$ cat config.mk
export PLATFORM = sky130hd
export DESIGN_NAME = dma_chan_engine
export DESIGN_NICKNAME = d
export VERILOG_FILES = /design/src/rtl/dce_pkg.sv /design/src/rtl/dce_datapath.sv /design/src/rtl/dce_ctrl.sv /design/src/rtl/dma_chan_engine.sv
export SDC_FILE = /design/constraint.sdc
export NUM_CORES = 1
export LEC_CHECK = 0
export BUFFER_PORTS_ARGS = -buffer_cell sky130_fd_sc_hd__buf_2
export CORE_MARGIN = 2
export CORE_UTILIZATION = 45
export CTS_CLUSTER_SIZE = 30
export DETAILED_ROUTE_END_ITERATION = 10
export GPL_TIMING_DRIVEN = 0
export PLACE_DENSITY = 0.69
export SLEW_MARGIN = 20
export SYNTH_ARGS = -nofsm -noshare
export SYNTH_HDL_FRONTEND = slang
export SYNTH_SLANG_ARGS = --single-unit
$ cat constraint.sdc
create_clock -name clk -period 4.4 [get_ports clk]
set_input_delay 0.22 -clock clk [delete_from_list [all_inputs] [get_ports clk]]
set_output_delay 0.22 -clock clk [all_outputs]
set_load 0.05 [all_outputs]
$ cat src/rtl/dce_pkg.sv
package dce_pkg;

  localparam int ADDR_W = 32;
  localparam int DATA_W = 32;
  localparam int CFG_W = 22;
  localparam logic [5:0] REQ_ALWAYS = 6'h3F;

  // control word, bit 21 down to bit 0
  typedef struct packed {
    logic [3:0] chainTo;
    logic [5:0] reqSel;
    logic       quiet;
    logic       swap;
    logic       ringWr;
    logic [3:0] ringBits;
    logic       wrInc;
    logic       rdInc;
    logic [1:0] size;
    logic       enable;
  } cfg_t;

  typedef struct packed {
    logic takeData;
    logic advance;
  } strobe_t;

  typedef enum logic [1:0] {
    ST_IDLE,
    ST_ISSUE,
    ST_READ,
    ST_WRITE
  } state_t;

  function automatic logic [ADDR_W-1:0] stepAddr(
    input logic [ADDR_W-1:0] a,
    input logic [1:0]        size,
    input logic [3:0]        ringBits,
    input logic              ringOn
  );
    logic [ADDR_W-1:0] stepped;
    logic [ADDR_W-1:0] keepMask;
    stepped  = a + ((size == 2'd0) ? 32'd1 : (size == 2'd1) ? 32'd2 : 32'd4);
    keepMask = (ringOn && ringBits != 4'd0) ? ((32'd1 << ringBits) - 32'd1) : '1;
    return (a & ~keepMask) | (stepped & keepMask);
  endfunction

  function automatic logic [DATA_W-1:0] laneSwap(
    input logic [DATA_W-1:0] d,
    input logic [1:0]        size,
    input logic              en
  );
    if (!en) return d;
    case (size)
      2'd1:    return {d[31:16], d[7:0], d[15:8]};
      2'd2:    return {d[7:0], d[15:8], d[23:16], d[31:24]};
      default: return d;
    endcase
  endfunction

endpackage

$ cat src/rtl/dce_datapath.sv
module dce_datapath
  import dce_pkg::*;
#(
  parameter int CH_IDX = 2,
  parameter int CNT_W  = 16
) (
  input  logic              clk,
  input  logic              rst_n,
  input  logic              cfgWrEn,
  input  logic [2:0]        cfgWrAddr,
  input  logic [31:0]       cfgWrData,
  input  strobe_t           strobe,
  input  logic [DATA_W-1:0] rdData,
  output cfg_t              cfg,
  output logic              countZero,
  output logic [ADDR_W-1:0] rdAddr,
  output logic [ADDR_W-1:0] wrAddr,
  output logic [DATA_W-1:0] wrData
);

  localparam logic [3:0] SELF = 4'(CH_IDX);
  localparam logic [CFG_W-1:0] CFG_RESET =
    {SELF, REQ_ALWAYS, 1'b0, 1'b0, 1'b0, 4'd0, 1'b0, 1'b1, 2'd2, 1'b0};

  logic [CFG_W-1:0]  ctrlWord;
  logic [ADDR_W-1:0] rdAddrQ, wrAddrQ;
  logic [CNT_W-1:0]  countQ;
  logic [DATA_W-1:0] dataQ;

  logic ldCtrl, ldRd, ldWr, ldCnt;
  assign ldCtrl = cfgWrEn && cfgWrAddr[1:0] == 2'd0;
  assign ldRd   = cfgWrEn && cfgWrAddr[1:0] == 2'd1;
  assign ldWr   = cfgWrEn && cfgWrAddr[1:0] == 2'd2;
  assign ldCnt  = cfgWrEn && cfgWrAddr[1:0] == 2'd3;

  assign cfg = cfg_t'(ctrlWord);

  logic rdRing, wrRing;
  assign rdRing = !cfg.ringWr;
  assign wrRing = cfg.ringWr;

  always_ff @(posedge clk or negedge rst_n) begin
    if (!rst_n) begin
      ctrlWord <= CFG_RESET;
      rdAddrQ  <= '0;
      wrAddrQ  <= '0;
      countQ   <= '0;
      dataQ    <= '0;
    end else begin
      if (ldCtrl) ctrlWord <= cfgWrData[CFG_W-1:0];

      if (ldRd) rdAddrQ <= cfgWrData;
      else if (strobe.advance && cfg.rdInc)
        rdAddrQ <= stepAddr(rdAddrQ, cfg.size, cfg.ringBits, rdRing);

      if (ldWr) wrAddrQ <= cfgWrData;
      else if (strobe.advance && cfg.wrInc)
        wrAddrQ <= stepAddr(wrAddrQ, cfg.size, cfg.ringBits, wrRing);

      if (ldCnt) countQ <= cfgWrData[CNT_W-1:0];
      else if (strobe.advance && countQ != '0) countQ <= countQ - 1'b1;

      if (strobe.takeData) dataQ <= laneSwap(rdData, cfg.size, cfg.swap);
    end
  end

  assign countZero = (countQ == '0);
  assign rdAddr    = rdAddrQ;
  assign wrAddr    = wrAddrQ;
  assign wrData    = dataQ;

  // each completed item lowers the count by exactly one
  a_r5_count_step: assert property (@(posedge clk) disable iff (!rst_n)
    (strobe.advance && !ldCnt && countQ != '0) |=> countQ == $past(countQ) - 1'b1);

  // a source ring keeps the address bits above the window fixed
  a_r4_ring_upper: assert property (@(posedge clk) disable iff (!rst_n)
    (strobe.advance && cfg.rdInc && rdRing && cfg.ringBits != 4'd0 && !ldRd)
      |=> ((rdAddrQ ^ $past(rdAddrQ)) >> $past(cfg.ringBits)) == '0);

endmodule

$ cat src/rtl/dce_ctrl.sv
module dce_ctrl
  import dce_pkg::*;
#(
  parameter int CH_IDX = 2,
  parameter int NREQ   = 4
) (
  input  logic            clk,
  input  logic            rst_n,
  input  cfg_t            cfg,
  input  logic            countZero,
  input  logic            cfgWrEn,
  input  logic [2:0]      cfgWrAddr,
  input  logic [31:0]     cfgWrData,
  input  logic            chainIn,
  input  logic            abortReq,
  input  logic            irqClr,
  input  logic [NREQ-1:0] dreq,
  input  logic            rdValid,
  input  logic            wrAck,
  output strobe_t         strobe,
  output logic            rdReq,
  output logic            wrReq,
  output logic            busy,
  output logic            irq,
  output logic            chainFire,
  output logic [3:0]      chainTarget
);

  localparam logic [3:0] SELF = 4'(CH_IDX);

  state_t state, stateNext;
  logic   abortPend;

  logic trigWrite, enAfter, nullWrite, start, paceOk, abortNow, done;

  assign trigWrite = cfgWrEn && cfgWrAddr[2];
  assign enAfter   = (cfgWrAddr[1:0] == 2'd0) ? cfgWrData[0] : cfg.enable;
  assign nullWrite = trigWrite && cfgWrData == 32'd0 && cfg.quiet;
  assign start     = (state == ST_IDLE) &&
                     ((trigWrite && !nullWrite && enAfter) || (chainIn && cfg.enable));
  assign abortNow  = abortReq || abortPend;
  assign done      = (state == ST_ISSUE) && !abortNow && countZero;

  always_comb begin
    paceOk = (cfg.reqSel == REQ_ALWAYS);
    for (int i = 0; i < NREQ; i++) begin
      if (cfg.reqSel == 6'(i)) paceOk = dreq[i];
    end
  end

  always_comb begin
    stateNext = state;
    case (state)
      ST_IDLE:  if (start) stateNext = ST_ISSUE;
      ST_ISSUE: begin
        if (abortNow || countZero)       stateNext = ST_IDLE;
        else if (cfg.enable && paceOk)   stateNext = ST_READ;
      end
      ST_READ:  if (rdValid) stateNext = ST_WRITE;
      ST_WRITE: if (wrAck)   stateNext = ST_ISSUE;
      default:  stateNext = ST_IDLE;
    endcase
  end

  always_ff @(posedge clk or negedge rst_n) begin
    if (!rst_n) begin
      state       <= ST_IDLE;
      abortPend   <= 1'b0;
      irq         <= 1'b0;
      chainFire   <= 1'b0;
      chainTarget <= SELF;
    end else begin
      state <= stateNext;
      if (stateNext == ST_IDLE)                 abortPend <= 1'b0;
      else if (abortReq && state != ST_IDLE)    abortPend <= 1'b1;

      if ((done && !cfg.quiet) || nullWrite)    irq <= 1'b1;
      else if (irqClr)                          irq <= 1'b0;

      chainFire <= done && cfg.chainTo != SELF;
      if (done) chainTarget <= cfg.chainTo;
    end
  end

  assign strobe.takeData = (state == ST_READ) && rdValid;
  assign strobe.advance  = (state == ST_WRITE) && wrAck;
  assign rdReq = (state == ST_READ);
  assign wrReq = (state == ST_WRITE);
  assign busy  = (state != ST_IDLE);

  // a request is held until its handshake arrives
  a_r13_read_held: assert property (@(posedge clk) disable iff (!rst_n)
    (rdReq && !rdValid) |=> rdReq);
  a_r13_write_held: assert property (@(posedge clk) disable iff (!rst_n)
    (wrReq && !wrAck) |=> wrReq);

  // data already read is always written, abort or not
  a_r12_abort_drain: assert property (@(posedge clk) disable iff (!rst_n)
    (rdReq && rdValid) |=> wrReq);

  // a new read only starts from an enabled configuration
  a_r11_enabled_issue: assert property (@(posedge clk) disable iff (!rst_n)
    $rose(rdReq) |-> $past(cfg.enable));

  // the interrupt flag only drops under an explicit clear
  a_r7_irq_sticky: assert property (@(posedge clk) disable iff (!rst_n)
    (irq && !irqClr) |=> irq);

  // a chain pulse never names this channel
  a_r10_no_self_chain: assert property (@(posedge clk) disable iff (!rst_n)
    chainFire |-> chainTarget != SELF);

endmodule

$ cat src/rtl/dma_chan_engine.sv
module dma_chan_engine
  import dce_pkg::*;
#(
  parameter int CH_IDX = 2,
  parameter int NREQ   = 4,
  parameter int CNT_W  = 16
) (
  input  logic            clk,
  input  logic            rst_n,
  input  logic            cfgWrEn,
  input  logic [2:0]      cfgWrAddr,
  input  logic [31:0]     cfgWrData,
  input  logic            irqClr,
  input  logic            chainIn,
  input  logic            abortReq,
  input  logic [NREQ-1:0] dreq,
  output logic            rdReq,
  output logic [31:0]     rdAddr,
  output logic [1:0]      rdSize,
  input  logic            rdValid,
  input  logic [31:0]     rdData,
  output logic            wrReq,
  output logic [31:0]     wrAddr,
  output logic [1:0]      wrSize,
  output logic [31:0]     wrData,
  input  logic            wrAck,
  output logic            busy,
  output logic            irq,
  output logic            chainFire,
  output logic [3:0]      chainTarget
);

  cfg_t    cfg;
  strobe_t strobe;
  logic    countZero;

  dce_datapath #(.CH_IDX(CH_IDX), .CNT_W(CNT_W)) u_dp (
    .clk       (clk),
    .rst_n     (rst_n),
    .cfgWrEn   (cfgWrEn),
    .cfgWrAddr (cfgWrAddr),
    .cfgWrData (cfgWrData),
    .strobe    (strobe),
    .rdData    (rdData),
    .cfg       (cfg),
    .countZero (countZero),
    .rdAddr    (rdAddr),
    .wrAddr    (wrAddr),
    .wrData    (wrData)
  );

  dce_ctrl #(.CH_IDX(CH_IDX), .NREQ(NREQ)) u_ctrl (
    .clk         (clk),
    .rst_n       (rst_n),
    .cfg         (cfg),
    .countZero   (countZero),
    .cfgWrEn     (cfgWrEn),
    .cfgWrAddr   (cfgWrAddr),
    .cfgWrData   (cfgWrData),
    .chainIn     (chainIn),
    .abortReq    (abortReq),
    .irqClr      (irqClr),
    .dreq        (dreq),
    .rdValid     (rdValid),
    .wrAck       (wrAck),
    .strobe      (strobe),
    .rdReq       (rdReq),
    .wrReq       (wrReq),
    .busy        (busy),
    .irq         (irq),
    .chainFire   (chainFire),
    .chainTarget (chainTarget)
  );

  assign rdSize = cfg.size;
  assign wrSize = cfg.size;

endmodule

==> impl_metrics.env, run 1 <==
export IMPL_vias=7661
export IMPL_grtUsageTotal_pct=27.4
export IMPL_setup_ws_ns=0.730
export IMPL_dieArea_mm2=0.0189
export IMPL_numCtsBuffers=17
export IMPL_async_flop_share_pct=100
export IMPL_use_met3_pct=4.27
export IMPL_clkPwrFrac_pct=27.4
export IMPL_cts_hold_buf=1
export IMPL_maxCapViolCount=0
export IMPL_synth_xor_area_share_pct=8.09
export IMPL_drcViolationCount=0
export IMPL_htree_levels=4
export IMPL_grt_pass1_vias=7235
export IMPL_synth_ff_type="dfrtp_1"
export IMPL_viasPerCell=5.73
export IMPL_reg2reg_from="u_dp.cfg[2]"
export IMPL_synth_avg_cell_area_um2=9.00
export IMPL_die_h_um=137
export IMPL_swShare_pct=43.3
export IMPL_combPwrFrac_pct=37.8
export IMPL_io_buffers=187
export IMPL_critPathArrivalTime_ns=4.02
export IMPL_drt_wl_total_mm=25.5
export IMPL_core_area_mm2=0.0174
export IMPL_reg2reg_slack_ns=0.73
export IMPL_first_iter_violations=687
export IMPL_required_ns=4.75
export IMPL_gr_total_overflow=0
export IMPL_synth_compound_area_share_pct=15.8
export IMPL_crit_path_max_incr_delay_ns=0.64
export IMPL_grt_max_degree=75
export IMPL_synthAdderAreaFrac_pct=2.53
export IMPL_post_cts_buffers=0
export IMPL_hold_path_startpoint="cfgWrData[2]"
export IMPL_cts_sinks=143
export IMPL_gp_congestion=0.971
export IMPL_layout_drive_gt1_share_pct=24.3
export IMPL_syn_num_nets=984
export IMPL_grt_pass1_wl_mm=39.4
export IMPL_synthMuxAreaShare_pct=4.23
export IMPL_yosys_warnings=0
export IMPL_cts_tree="yes"
export IMPL_fin_skew_ns=0.00910
export IMPL_period_share_pct=83.4
export IMPL_leakagePower_uw=0.00426
export IMPL_rows=48
export IMPL_seqPwrFrac_pct=34.7
export IMPL_mostFrequentLayoutCells="buf_2 (189), dfrtp_1 (133), nor2_1 (108)"
export IMPL_start_util_pct=46.2
export IMPL_reg2regPathDepth=12
export IMPL_ant_nets=0
export IMPL_place_hpwl_mm=19.2
export IMPL_rsz0062_at_grt="false"
export IMPL_clk_pin_slew_ns=0.06
export IMPL_hold_ws_ns=0.0262
export IMPL_tightest_slew_ns=0.676
export IMPL_cts_buffer_depth=2
export IMPL_io_pins=188
export IMPL_switchingPower_uw=2370
export IMPL_finalSetupTns_ns=0
export IMPL_worstSetupPathType="reg2reg"
export IMPL_crit_path_top_delay_cell="nor4_1"
export IMPL_hold_path_endpoint="u_dp.cfg[2]"
export IMPL_met1_usage_pct=37.9
export IMPL_fmax_mhz=272
export IMPL_wl_per_cell_um=19.1
export IMPL_yosys_area_share_simple_pct=21.1
export IMPL_worstHoldPathCells=3
export IMPL_syn_area_mm2=0.00801
export IMPL_final_util_pct=57.0
export IMPL_slew_headroom_pct=54.5
export IMPL_crit_chain="inv_1 -> ha_1 -> clkbuf_1 -> clkbuf_1 -> nor2_1 -> ha_1 -> a21oi_1 -> or2_2 -> nor4_1 -> nand4_1 -> xor2_1 -> a21oi_1"
export IMPL_pre_cts_slack_ns=0.785
export IMPL_min_period_ns=3.67
export IMPL_syn_inst=890
export IMPL_worst_setup_path_start_kind="register"
export IMPL_clk_latency_ns=0.43
export IMPL_hold_class="in2reg"
export IMPL_p_per_area_mw_per_mm2=554
export IMPL_fin_cells=1337
export IMPL_ir_drop_v=0.000418
export IMPL_status="completed"
export IMPL_syn_to_final_growth_pct=23.5
export IMPL_first_pass_iters=5
export IMPL_met2_usage_pct=44.0
export IMPL_root_buffer="clkbuf_16"
export IMPL_worst_path_max_fanout=10
export IMPL_p_int_uw=3110
export IMPL_cts_resized_gates=0
export IMPL_final_max_slew_viol_count=0
export IMPL_synth_edf_count=0
export IMPL_ys_seq_area_share_pct=44.8
export IMPL_setup_viol=0
export IMPL_synth_cell_types=56
export IMPL_synth_top_family_by_area="simple AND/OR/NAND/NOR gates"
export IMPL_nNetsFinal=1192
export IMPL_report_final_hold_viol_count=0
export IMPL_synth_seq_cells=143
export IMPL_setup_worst_path_end_class="register"
export IMPL_layout_commonest_cell="buf_2"
export IMPL_place_inst=1303
export IMPL_antenna_found_initial=0
export IMPL_grt_busiest_layer="met2"
export IMPL_die_w_um=137
-- area by class of cell --
class	instances	area, um2
Fill cell	1557	7460
Multi-Input combinational cell	679	4150
Sequential cell	143	3590
Timing Repair Buffer	189	983
Clock buffer	19	453
Tap cell	225	282
Buffer	53	218
Clock inverter	13	163
Inverter	15	56.3
Antenna cell	1	2.50
-- metal layers --
layer / vias to the layer above / share of wire (%)
li1: 3589 / -
met1: 3687 / 43
met2: 340 / 47
met3: 45 / 7.3
met4: 0 / 2.6
met5: - / 0
-- critical path, delay by kind of cell (launching register included) --
family	cells	cell delay [ns]
adder cells (fa/ha/maj)	2	0.53
AO/OA/AOI/OAI	2	0.26
buffers and inverters	3	0.91
XOR/XNOR	1	0.17
flip-flops	1	0.39
AND/OR/NAND/NOR	4	1.34
-- stage by stage --
stage	total power (uW)	area, um2
after CTS	5490	9890
final	5480	9890
after detailed placement	3980	9270
after global placement	3940	9230
after floorplan	3370	8010
after global routing	5730	9890
-- synthesized netlist by cell type (14+ instances only) --
| master | count | share of area [%] |
|---|---|---|
| nand2_1 | 85 | 4.0 |
| xor2_1 | 36 | 3.9 |
| inv_1 | 15 | 0.70 |
| nor4_1 | 14 | 1.1 |
| clkbuf_1 | 42 | 2.0 |
| nor3_1 | 17 | 1.1 |
| nand3_1 | 33 | 2.1 |
| and3_1 | 14 | 1.1 |
| mux2_2 | 21 | 3.0 |
| dfrtp_1 | 133 | 42 |
| a21oi_1 | 99 | 6.2 |
| nor2_1 | 108 | 5.1 |
| nand4_1 | 19 | 1.5 |
| o21ai_0 | 61 | 3.8 |
| xnor2_1 | 38 | 4.2 |
| a22oi_1 | 32 | 3.0 |
-- cell families (layout without fill, tap and decap cells) --
logic type               after synthesis  in the layout
other                                  0              1
adder cells (fa/ha/maj)               15             15
multiplexers                          30             30
flip-flops                           143            143
AO/OA/AOI/OAI                        221            221
XOR/XNOR                              74             74
buffers and inverters                 68            289
AND/OR/NAND/NOR                      339            339
-- power groups by stage --
stage	clock, uW	sequential [uW]	combinational, uW
2_1_floorplan	0	2620	750
3_3_place_gp	0	1910	2040
3_5_place_dp	0	1910	2060
4_1_cts	1520	1900	2070
5_1_grt	1580	1940	2220
6_report	1500	1900	2070
-- worst max path at each step --
stage,startpoint,to,cells after the start
after global placement,u_dp.cfg[2],register,12
after global routing,u_dp.cfg[2],register,12
after detailed placement,u_dp.cfg[2],register,12
after CTS,u_dp.cfg[2],register,12
final,u_dp.cfg[2],register,12
after floorplan,u_dp.cfg[2],register,12
No activity file was read; power rests on OpenSTA's default activity.
==> run 2: changes to the inputs <==
Clock period 4.4 ns to 3.54 ns, I/O delays scaled along.
==> run 2 against run 1 <==
  * Utilization up 0.12 points
  * Critical path type unchanged
  * Global-route usage about the same
  * Count of clock-buffer cells in the layout unchanged
  * Register-to-register slack worse by 0.47 ns
  * Sequential cell count unchanged
  * Die area unchanged
  * Sequential power up 24%
  * Total power up 24%
==> impl_metrics.env, run 2 (same netlist as run 1, synthesis figures left out) <==
export IMPL_switchingPower_uw=2950
export IMPL_startpoint="u_dp.cfg[2]"
export IMPL_n_antenna_cell=0
export IMPL_grt_pass1_vias=7239
export IMPL_report_final_hold_viol_count=0
export IMPL_layout_commonest_cell="buf_2"
export IMPL_worstSetupPathType="reg2reg"
export IMPL_start_util_pct=46.2
export IMPL_worst_path_max_fanout=10
export IMPL_p_per_area_mw_per_mm2=688
export IMPL_final_util_pct=57.1
export IMPL_cts_buffer_depth=2
export IMPL_period_share_pct=92.5
export IMPL_numCtsBuffers=17
export IMPL_final_max_slew_viol_count=0
export IMPL_clkPwrFrac_pct=27.4
export IMPL_die_w_um=137
export IMPL_reg2reg_from="u_dp.cfg[2]"
export IMPL_place_inst=1303
export IMPL_first_pass_iters=5
export IMPL_leakagePower_uw=0.00426
export IMPL_viasPerCell=5.76
export IMPL_status="completed"
export IMPL_required_ns=3.89
export IMPL_clk_pin_slew_ns=0.06
export IMPL_gr_total_overflow=0
export IMPL_vias=7703
export IMPL_post_cts_buffers=0
export IMPL_nNetsFinal=1193
export IMPL_crit_path_max_incr_delay_ns=0.46
export IMPL_dpl_cell_area_mm2=0.00927
export IMPL_drcViolationCount=0
export IMPL_crit_chain="inv_1 -> ha_1 -> clkbuf_1 -> clkbuf_2 -> nor2_1 -> ha_1 -> a21oi_1 -> or2_2 -> nor4_2 -> nand4_1 -> xor2_1 -> a21oi_1"
export IMPL_clk_latency_ns=0.43
export IMPL_p_int_uw=3860
export IMPL_critPathArrivalTime_ns=3.63
export IMPL_hold_class="in2reg"
export IMPL_grt_max_degree=75
export IMPL_seqPwrFrac_pct=34.7
export IMPL_drt_wl_total_mm=25.5
export IMPL_hold_ws_ns=0.0453
export IMPL_hold_path_startpoint="cfgWrData[30]"
export IMPL_fin_skew_ns=0.0101
export IMPL_grt_pass1_wl_mm=39.4
export IMPL_die_h_um=137
export IMPL_design_area_mm2=0.00991
export IMPL_rsz0062_at_grt="false"
export IMPL_maxCapViolCount=0
export IMPL_fin_cells=1337
export IMPL_core_area_mm2=0.0174
export IMPL_grtUsageTotal_pct=27.5
export IMPL_min_period_ns=3.28
export IMPL_mostFrequentLayoutCells="buf_2 (189), dfrtp_1 (133), nor2_1 (108)"
export IMPL_syn_to_final_growth_pct=23.8
export IMPL_rows=48
export IMPL_io_pins=188
export IMPL_crit_path_top_delay_cell="nor4_2"
export IMPL_first_iter_violations=696
export IMPL_cts_sinks=143
export IMPL_tightest_slew_ns=0.664
export IMPL_antenna_found_initial=0
export IMPL_io_buffers=187
export IMPL_worst_setup_path_start_kind="register"
export IMPL_wl_per_cell_um=19.1
export IMPL_root_buffer="clkbuf_16"
export IMPL_place_hpwl_mm=19.2
export IMPL_swShare_pct=43.3
export IMPL_dieArea_mm2=0.0189
export IMPL_combPwrFrac_pct=37.9
export IMPL_gp_congestion=0.971
export IMPL_ir_drop_v=0.000508
export IMPL_fmax_mhz=305
export IMPL_layout_drive_gt1_share_pct=24.6
export IMPL_cts_tree="yes"
export IMPL_ant_nets=0
export IMPL_htree_levels=4
export IMPL_slew_headroom_pct=55.3
export IMPL_setup_viol=0
export IMPL_setup_worst_path_end_class="register"
run 2: repair_timing:
action | CTS | global route
hold buffers | 2 | 0
gates resized for setup | 1 | 3
setup endpoints to repair | 3 | 14
endpoints found under the hold margin | 62 | 0
run 2: worst max-delay path, delay by kind of cell (launching register included):
family	cells	cell delay (ns)
AND/OR/NAND/NOR	4	1.09
buffers and inverters	3	0.78
adder cells (fa/ha/maj)	2	0.51
flip-flops	1	0.39
AO/OA/AOI/OAI	2	0.26
XOR/XNOR	1	0.16
run 2: metal layers:
metal | global-route usage (%) | wire length (um) | up-vias
met2 | 44.0 | 12000 | 379
met4 | 9.62 | 660 | 0
met5 | 0 | 0 | -
met3 | 4.19 | 1960 | 43
li1 | - | - | 3581
met1 | 37.9 | 10800 | 3700
run 2: power groups by stage:
stage          clock network (uW)  logic, uW  registers, uW
2_1_floorplan                   0        932           3260
3_3_place_gp                    0       2530           2370
3_5_place_dp                    0       2570           2380
4_1_cts                      1890       2570           2360
5_1_grt                      1960       2760           2410
6_report                     1870       2580           2360
run 2: area by class of cell:
| cell class | instances | area [um2] |
|---|---|---|
| multi-input cells | 679 | 4160 |
| inverters | 15 | 56.3 |
| well taps | 225 | 282 |
| repair buffers | 190 | 993 |
| plain buffers | 53 | 219 |
| flip-flops and latches | 143 | 3590 |
| clock buffers | 19 | 453 |
| fillers | 1550 | 7440 |
| clock inverters | 13 | 163 |
run 2: final timing paths:
kind | cells past startpoint | endpoint | slack, ns
setup / recovery | 12 | register | 0.26
hold / removal | 3 | register | 0.05
setup reg to reg | 12 | register | 0.26
hold reg to reg | 2 | u_dp.wrData[3] | 0.48
max in group asynchronous | 3 | u_dp.cfg[2] | 2.45
min in group asynchronous | 2 | asynchronous set/reset pin | 0.30
run 2: metrics by stage:
step	total power, uW	setup TNS, ns	setup slack [ns]
floorplan	4190	0	0.701
global placement	4900	0	0.00710
detailed placement	4940	-0.143	-0.0754
CTS	6830	0	0.0134
global route	7130	0	0.0246
finish	6820	0	0.264
==> run 3: changes to the inputs <==
Settings changed: RECOVER_POWER set to 25.
==> run 3 against run 2 <==
  * The run now ends with max-capacitance violations, max-slew violations left
  * Largest power group unchanged
  * Register-to-register slack barely moved
  * Clock skew barely moved
  * Total power barely moved
  * Hold slack barely moved
  * Utilization fell by 0.19 points
  * Clock power barely moved
  * Via count barely moved
==> impl_metrics.env, run 3 (same netlist as run 1, synthesis figures left out) <==
export IMPL_root_buffer="clkbuf_16"
export IMPL_period_share_pct=92.8
export IMPL_hold_ws_ns=0.0452
export IMPL_fmax_mhz=304
export IMPL_mostFrequentLayoutCells="buf_2 (187), dfrtp_1 (133), nor2_1 (108)"
export IMPL_hold_class="in2reg"
export IMPL_n_antenna_cell=0
export IMPL_viasPerCell=5.76
export IMPL_fin_cells=1337
export IMPL_layout_drive_gt1_share_pct=24.4
export IMPL_vias=7696
export IMPL_drcViolationCount=0
export IMPL_clk_pin_slew_ns=0.06
export IMPL_die_w_um=137
export IMPL_cts_sinks=143
export IMPL_setup_worst_path_end_class="register"
export IMPL_worst_path_max_fanout=10
export IMPL_place_inst=1303
export IMPL_io_buffers=187
export IMPL_rsz0062_at_grt="false"
export IMPL_tightest_slew_ns=1.74
export IMPL_leakagePower_uw=0.00425
export IMPL_numCtsBuffers=17
export IMPL_grtUsageTotal_pct=27.5
export IMPL_crit_path_top_delay_cell="nor4_2"
export IMPL_status="complete, but fails checks"
export IMPL_critPathArrivalTime_ns=3.64
export IMPL_worst_setup_path_start_kind="register"
export IMPL_place_hpwl_mm=19.2
export IMPL_layout_commonest_cell="buf_2"
export IMPL_nNetsFinal=1193
export IMPL_rows=48
export IMPL_required_ns=3.89
export IMPL_gp_congestion=0.971
export IMPL_antenna_found_initial=0
export IMPL_gr_total_overflow=0
export IMPL_maxCapViolCount=1
export IMPL_dieArea_mm2=0.0189
export IMPL_grt_pass1_vias=7239
export IMPL_crit_chain="inv_1 -> ha_1 -> clkbuf_1 -> clkbuf_2 -> nor2_1 -> ha_1 -> a21oi_1 -> or2_2 -> nor4_2 -> nand4_1 -> xor2_1 -> a21oi_1"
export IMPL_final_max_slew_viol_count=71
export IMPL_fin_skew_ns=0.0102
export IMPL_wl_per_cell_um=19.1
export IMPL_ir_drop_v=0.000508
export IMPL_start_util_pct=46.2
export IMPL_slew_headroom_pct=-16.0
export IMPL_crit_path_max_incr_delay_ns=0.46
export IMPL_cts_tree="yes"
export IMPL_min_period_ns=3.28
export IMPL_syn_to_final_growth_pct=23.4
export IMPL_report_final_hold_viol_count=0
export IMPL_first_pass_iters=5
export IMPL_post_cts_buffers=0
export IMPL_core_area_mm2=0.0174
export IMPL_htree_levels=4
export IMPL_grt_max_degree=75
export IMPL_setup_viol=0
export IMPL_io_pins=188
export IMPL_p_per_area_mw_per_mm2=690
export IMPL_die_h_um=137
export IMPL_first_iter_violations=696
export IMPL_grt_pass1_wl_mm=39.4
export IMPL_cts_buffer_depth=2
export IMPL_drt_wl_total_mm=25.5
export IMPL_violations="max-capacitance violations, max-slew violations"
export IMPL_ant_nets=0
export IMPL_worstSetupPathType="reg2reg"
export IMPL_clk_latency_ns=0.43
-- run 3: path summary, 6_finish.rpt --
check                      slack [ns]  cells after the start      startpoint                    endpoint
max                              0.26                     12     u_dp.cfg[2]                    register
min                              0.05                      3   cfgWrData[30]                    register
max reg2reg                      0.26                     12     u_dp.cfg[2]                    register
min reg2reg                      0.48                      2  u_dp.wrData[3]              u_dp.wrData[3]
max in group asynchronous        0.81                      3           rst_n              u_dp.countQ[2]
min in group asynchronous        0.75                      2           rst_n  asynchronous set/reset pin
-- run 3: final cells by class --
class	instances	area, um2
Fill cell	1554	7480
Multi-Input combinational cell	679	4160
Sequential cell	143	3590
Timing Repair Buffer	190	961
Clock buffer	19	453
Tap cell	225	282
Buffer	53	219
Clock inverter	13	163
Inverter	15	56.3
-- run 3: through the flow --
step / utilization, % / setup slack [ns] / setup TNS, ns / power [uW] / area (um2)
finish: 56.9 / 0.256 / 0 / 6810 / 9880
global route: 56.9 / 0.0246 / 0 / 7130 / 9880
CTS: 57.1 / 0.0134 / 0 / 6830 / 9910
detailed placement: 53.4 / -0.0754 / -0.143 / 4940 / 9270
global placement: 53.2 / 0.00710 / 0 / 4900 / 9230
floorplan: - / 0.701 / 0 / 4190 / 8010
-- run 3: power by group --
part / switching, uW / total, uW / internal (uW)
Sequential: 353 / 2360 / 2010
Clock: 726 / 1870 / 1150
Combinational: 1880 / 2580 / 701
Total: 2950 / 6810 / 3860
-- run 3: timing repair --
item	4_1_cts	5_1_grt
gates resized for setup	1	3
endpoints found under the hold margin	62	0
setup endpoints to repair	3	14
hold buffers	2	0
-- run 3: layer usage --
metal	global-route usage [%]	vias to the layer above	routed length (um)
met5	0	-	0
met4	9.62	0	657
met3	4.19	41	2000
met2	44.0	377	12000
met1	37.9	3697	10800
li1	-	3581	-
-- run 3: worst max-delay path, delay by kind of cell (launching register included) --
family                   cells  cell delay [ns]
AND/OR/NAND/NOR              4             1.10
flip-flops                   1             0.39
XOR/XNOR                     1             0.16
AO/OA/AOI/OAI                2             0.26
adder cells (fa/ha/maj)      2             0.51
buffers and inverters        3             0.79
